--- src/rtl/apwm_pkg.sv ---
package apwm_pkg;
  // Word indices (byte offset >> 2) of the register file
  localparam int unsigned IDX_LIVE_PER  = 2;   // 0x08
  localparam int unsigned IDX_LIVE_CMP  = 3;   // 0x0C
  localparam int unsigned IDX_STAGE_PER = 4;   // 0x10
  localparam int unsigned IDX_STAGE_CMP = 5;   // 0x14
  localparam int unsigned IDX_CTRL      = 10;  // 0x28, control in lanes 3:2 (0x2A)
  // Control-word bit positions
  localparam int unsigned BIT_RUN  = 4;
  localparam int unsigned BIT_SYNC = 6;        // two bits: 7:6
  localparam int unsigned BIT_OEN  = 9;
  localparam int unsigned BIT_POL  = 10;
  localparam logic [1:0]  SYNC_BLOCKED = 2'b11;
endpackage

--- src/rtl/apwm_regs.sv ---
module apwm_regs
  import apwm_pkg::*;
#(
  parameter int unsigned DATA_W = 32,
  parameter int unsigned ADDR_W = 6,
  parameter int unsigned CTRL_W = 16
) (
  input  logic                clk,
  input  logic                rst,
  input  logic [ADDR_W-1:0]   bus_addr,
  input  logic                bus_we,
  input  logic [DATA_W/8-1:0] bus_be,
  input  logic [DATA_W-1:0]   bus_wdata,
  output logic [DATA_W-1:0]   bus_rdata,
  input  logic                wrap,
  output logic [DATA_W-1:0]   live_per,
  output logic [DATA_W-1:0]   live_cmp,
  output logic                run,
  output logic                oen,
  output logic                pol,
  output logic [1:0]          sync_sel
);
  localparam int unsigned BE_W   = DATA_W / 8;
  localparam int unsigned IDX_W  = ADDR_W - 2;
  localparam int unsigned CTL_LO = DATA_W - CTRL_W;
  localparam int unsigned NCH    = 2;  // period, compare

  function automatic logic [DATA_W-1:0] merge_be(input logic [DATA_W-1:0] old_v,
                                                  input logic [DATA_W-1:0] new_v,
                                                  input logic [BE_W-1:0]   be);
    logic [DATA_W-1:0] r;
    for (int i = 0; i < BE_W; i++)
      r[i*8 +: 8] = be[i] ? new_v[i*8 +: 8] : old_v[i*8 +: 8];
    return r;
  endfunction

  logic [IDX_W-1:0] idx;
  logic             aligned, is_ctrl, hit;
  assign idx     = bus_addr[ADDR_W-1:2];
  assign is_ctrl = (idx == IDX_W'(IDX_CTRL));
  assign aligned = (bus_addr[1:0] == 2'b00);
  assign hit     = bus_we && (aligned || is_ctrl);

  logic [NCH-1:0][DATA_W-1:0] live_all, stage_all;

  for (genvar ch = 0; ch < NCH; ch++) begin : g_ch
    logic [DATA_W-1:0] live_q, stage_q;
    logic              pend_q;
    always_ff @(posedge clk) begin
      if (rst) begin
        live_q  <= '0;
        stage_q <= '0;
        pend_q  <= 1'b0;
      end else begin
        if (wrap && pend_q) begin
          live_q <= stage_q;
          pend_q <= 1'b0;
        end
        if (hit && idx == IDX_W'(IDX_LIVE_PER + ch))
          live_q <= merge_be(live_q, bus_wdata, bus_be);
        if (hit && idx == IDX_W'(IDX_STAGE_PER + ch)) begin
          stage_q <= merge_be(stage_q, bus_wdata, bus_be);
          pend_q  <= 1'b1;
        end
      end
    end
    assign live_all[ch]  = live_q;
    assign stage_all[ch] = stage_q;
  end

  logic [CTRL_W-1:0] ctrl_q;
  logic [DATA_W-1:0] ctrl_merged;
  assign ctrl_merged = merge_be({ctrl_q, CTL_LO'(0)}, bus_wdata, bus_be);

  always_ff @(posedge clk) begin
    if (rst) ctrl_q <= '0;
    else if (hit && is_ctrl) ctrl_q <= ctrl_merged[DATA_W-1:CTL_LO];
  end

  always_ff @(posedge clk) begin
    if (rst) bus_rdata <= '0;
    else begin
      unique case (idx)
        IDX_W'(IDX_LIVE_PER):  bus_rdata <= live_all[0];
        IDX_W'(IDX_LIVE_CMP):  bus_rdata <= live_all[1];
        IDX_W'(IDX_STAGE_PER): bus_rdata <= stage_all[0];
        IDX_W'(IDX_STAGE_CMP): bus_rdata <= stage_all[1];
        IDX_W'(IDX_CTRL):      bus_rdata <= {ctrl_q, CTL_LO'(0)};
        default:               bus_rdata <= '0;
      endcase
    end
  end

  assign live_per = live_all[0];
  assign live_cmp = live_all[1];
  assign run      = ctrl_q[BIT_RUN];
  assign oen      = ctrl_q[BIT_OEN];
  assign pol      = ctrl_q[BIT_POL];
  assign sync_sel = ctrl_q[BIT_SYNC +: 2];
endmodule

--- src/rtl/apwm_timebase.sv ---
module apwm_timebase
  import apwm_pkg::*;
#(
  parameter int unsigned CNT_W = 32
) (
  input  logic             clk,
  input  logic             rst,
  input  logic             run,
  input  logic [1:0]       sync_sel,
  input  logic             sync_in,
  input  logic [CNT_W-1:0] limit,
  output logic [CNT_W-1:0] cnt,
  output logic             wrap,
  output logic             period_end
);
  logic restart;
  assign wrap    = run && (cnt >= limit);
  assign restart = run && sync_in && (sync_sel != SYNC_BLOCKED);

  always_ff @(posedge clk) begin
    if (rst) begin
      cnt        <= '0;
      period_end <= 1'b0;
    end else begin
      period_end <= wrap;
      if (wrap || restart) cnt <= '0;
      else if (run)        cnt <= cnt + 1'b1;
    end
  end
endmodule

--- src/rtl/apwm_wave.sv ---
module apwm_wave #(
  parameter int unsigned CNT_W = 32
) (
  input  logic             clk,
  input  logic             rst,
  input  logic             oen,
  input  logic             pol,
  input  logic [CNT_W-1:0] cnt,
  input  logic [CNT_W-1:0] cmp,
  input  logic [CNT_W-1:0] limit,
  output logic             pwm_out
);
  logic active;
  assign active = (cmp != '0) && ((cnt < cmp) || (cmp >= limit));

  always_ff @(posedge clk) begin
    if (rst) pwm_out <= 1'b0;
    else     pwm_out <= oen && (active ^ pol);
  end
endmodule

--- src/rtl/apwm_shadow.sv ---
module apwm_shadow #(
  parameter int unsigned DATA_W = 32,
  parameter int unsigned ADDR_W = 6,
  parameter int unsigned CTRL_W = 16
) (
  input  logic                clk,
  input  logic                rst,
  input  logic [ADDR_W-1:0]   bus_addr,
  input  logic                bus_we,
  input  logic [DATA_W/8-1:0] bus_be,
  input  logic [DATA_W-1:0]   bus_wdata,
  output logic [DATA_W-1:0]   bus_rdata,
  input  logic                sync_in,
  output logic                pwm_out,
  output logic                period_end
);
  logic [DATA_W-1:0] live_per, live_cmp, cnt;
  logic              run, oen, pol, wrap;
  logic [1:0]        sync_sel;

  apwm_regs #(.DATA_W(DATA_W), .ADDR_W(ADDR_W), .CTRL_W(CTRL_W)) u_regs (
    .clk, .rst, .bus_addr, .bus_we, .bus_be, .bus_wdata, .bus_rdata,
    .wrap, .live_per, .live_cmp, .run, .oen, .pol, .sync_sel
  );

  apwm_timebase #(.CNT_W(DATA_W)) u_tb (
    .clk, .rst, .run, .sync_sel, .sync_in, .limit(live_per),
    .cnt, .wrap, .period_end
  );

  apwm_wave #(.CNT_W(DATA_W)) u_wave (
    .clk, .rst, .oen, .pol, .cnt, .cmp(live_cmp), .limit(live_per), .pwm_out
  );
endmodule

--- config.mk ---
export PLATFORM = sky130hd
export DESIGN_NAME = apwm_shadow
export DESIGN_NICKNAME = d
export VERILOG_FILES = /design/src/rtl/apwm_pkg.sv /design/src/rtl/apwm_regs.sv /design/src/rtl/apwm_timebase.sv /design/src/rtl/apwm_wave.sv /design/src/rtl/apwm_shadow.sv
export SDC_FILE = /design/constraint.sdc
export NUM_CORES = 1
export LEC_CHECK = 0
export BUFFER_PORTS_ARGS = -buffer_cell sky130_fd_sc_hd__buf_4
export CORE_MARGIN = 5
export CORE_UTILIZATION = 35
export DETAILED_ROUTE_END_ITERATION = 8
export GPL_TIMING_DRIVEN = 1
export PLACE_DENSITY_LB_ADDON = 0.1
export SLEW_MARGIN = 40
export SYNTH_ARGS = -nofsm -noshare
export SYNTH_HDL_FRONTEND = slang
export SYNTH_SLANG_ARGS = --single-unit
--- constraint.sdc ---
create_clock -name clk -period 2.5 [get_ports clk]
set_clock_uncertainty 0.05 [all_clocks]
set_input_delay 0 -clock clk [delete_from_list [all_inputs] [get_ports clk]]
set_output_delay 0 -clock clk [all_outputs]
set_load 0.05 [all_outputs]
==> metrics <==
max_slew headroom 40.51%; CP Data Arrival Time 2970 ps; worst-case vdd ir drop 379.8 uV; period utilization 103.6%; Die ar. 37,770 um2; number of max-cap violations 0; flops & latches, synth 212; Seq pwr share 43.1%; Max Fanout on Critical Path 8; Power Density 492.0 nW/um2; DR vias 11,140; H-tree levels 1; Worst Max-Slew Pin Slew 892.3 ps; Worst Hold Class input port to flip-flop; RSZ-0062 raised after global routing true; CP Class flip-flop to flip-flop; Max Freq 386.2 MHz; fraction of layout cells with a size suffix above 1 27.88%; Layout Cells excl Fill 1,983; status finished, violations left; Cells after Synth 1,312; Synth cell types 52; global-route wire length before repair 66,130 um; CP required 2880 ps; top_reg_cell synth dfxtp_1; FP Rows 67; Clock Power Share 47.9%; synthesized area per cell 9.065 um2; shortest period the worst path allows 2590 ps; core box area 33,530 um2; clk root buf clkbuf_16; initial antenna violation count 0; Design Power 0.007887 W; Die X 194.3 um; sequential element share of the synthesized area 35.68%; Final #Nets 1,661; Int Power 0.005933 W; leakage 6.092 nW; Inst Count DP 1,874; routability cong. 0.8863; Fin. Hold Viols 0; Final HPWL DP 29,770 um; clk slew on worst S/H paths 60 ps; fin worst setup slack -89.52 ps; First-pass DRT Iterations 5; Net Switching 0.001954 W; Port Buffers 79; global-route usage over all layers 21.71%; Ys Warns 0; Post-route DRC 0; Post-synth EDFFs 0; Slew Viols, Final 0; Worst Setup Slack post-DPL -405.7 ps; IO Pins 80; most frequent cells in the layout 202 x buf_4, 195 x dfxtp_1, 122 x a21oi_1; Util after Layout 47.81%; post-route ant nets 0; Max clock buf depth 3; Mapped Area 11,890 um2; Synth Net Count 1,454; Avg WL per Cell 21.81 um; Final Setup Violations 86; Async SR Flop Fraction 0%; total grt overflow 0; die height 194.3 um; P&R area growth vs syn 34.78%; Num Clock Sinks 212; clock latency on the worst-skew pair 550 ps; Diodes inserted 0; initial core utilization 35.47%; Worst Setup Start Kind flip-flop; pin count of the biggest net entering global routing 65; vias in the first global route 10,930; commonest non-fill, non-tap cell in the layout buf_4; Comb power frac 9.0%; Worst setup EP type flip-flop; drt total wl 43,250 um; initial drt markers 1,049; TritonCTS Buffers 26; switching share of total power 24.77%; failing checks setup timing; CTS tree yes; number of fill cells 3,219; Vias/cell 5.619
## worst max-delay path: stages (launching register included)
cell and delay, ps:
dfxtp_2 350, inv_4 50, ha_4 260, nand4_1 220
nor4_2 420, buf_4 220, a21oi_4 80, buf_6 150
buf_6 120, o21ai_4 270, clkbuf_16 220, nor2_1 50
## power groups by stage
stage	sequential (W)	clock, W	combinational (W)
2_1_floorplan	0.00347	0	0.000273
3_3_place_gp	0.00347	0	0.000489
3_5_place_dp	0.00347	0	0.000492
4_1_cts	0.00340	0.00387	0.000636
5_1_grt	0.00340	0.00402	0.000744
6_report	0.00340	0.00378	0.000708
## cell type report
cell class / count / area, um2 / area share [%]
Clock buffer: 38 / 787.0 / 4.909
Clock inverter: 6 / 61.31 / 0.3825
Inverter: 73 / 276.5 / 1.725
Multi-Input combinational cell: 935 / 7677 / 47.89
Sequential cell: 212 / 4268 / 26.62
Tap cell: 448 / 560.5 / 3.497
Timing Repair Buffer: 271 / 2400 / 14.97
## state kept, by name, summed over array words and instances, names as in the netlist
signal               flops
u_regs.ctrl_q           16
u_tb.cnt                32
u_regs.g_ch.pend_q       2
u_regs.g_ch.stage_q     64
u_regs.live_cmp         32
u_tb.period_end          1
u_regs.live_per         32
u_regs.bus_rdata        32
u_wave.pwm_out           1
## what timing repair did
| action | 4_1_cts | 5_1_grt |
|---|---|---|
| pin swaps | 22 | 119 |
| cloned | 6 | 3 |
| endpoints found under the setup margin | 99 | 101 |
| hold buffers | 48 | 0 |
| setup buffers | 5 | 3 |
| resized for setup | 62 | 84 |
| endpoints found under the hold margin | 144 | 0 |
## Yosys cell counts (22+ instances only)
library cell  instances  share of area, %
nand4_1              25               1.3
ha_1                 96                10
nand2_1             111               3.5
a211oi_1             71               4.5
dfxtp_1             212                36
mux2i_1              81               6.8
inv_1                73               2.3
nand3_1              83               3.5
buf_2                22              0.93
a22oi_1              49               3.1
clkbuf_1             55               1.7
nor2_1               67               2.1
a221oi_2             56               7.1
a21oi_1             126               5.3
## worst paths after layout
check                                                 from                    endpoint  slack, ps  cells after the start
worst max-delay path                   u_regs.live_per[31]                 u_tb.cnt[0]        -90                     11
worst min-delay path                                bus_we            u_regs.ctrl_q[0]         50                      4
worst max register to register         u_regs.live_per[31]                 u_tb.cnt[0]        -90                     11
worst min register to register  u_regs.g_ch[0].stage_q[12]  u_regs.g_ch[0].stage_q[12]        420                      2
## through the flow
step	instance area [um2]	hold WS, ps	setup TNS [ps]
finish	16030	47.37	-3463
global route	16030	36.44	-11870
global placement	13650	230.5	-4937
floorplan	11890	93.94	0
CTS	15450	4.216	-131.5
detailed placement	13670	236.1	-10940
## kinds of logic (layout without fill, tap and decap cells)
group	Yosys count	in the layout	share of synthesized area, %
flops	212	212	35.68
compound gates	386	387	25.18
buf+inv	166	388	6.196
fa+ha+maj	96	96	10.10
simple gates	340	340	13.74
mux	81	81	6.817
xor+xnor	31	31	2.283
## layer usage
metal | vias to the layer above | global-route usage, % | part of all wire, %
met5 | - | 0 | 0
met4 | 0 | 4.505 | 1.8
met3 | 52 | 3.670 | 6.1
met2 | 325 | 31.73 | 42
met1 | 5402 | 33.46 | 50
li1 | 5364 | - | -
No activity file was read; power rests on OpenSTA's default activity.
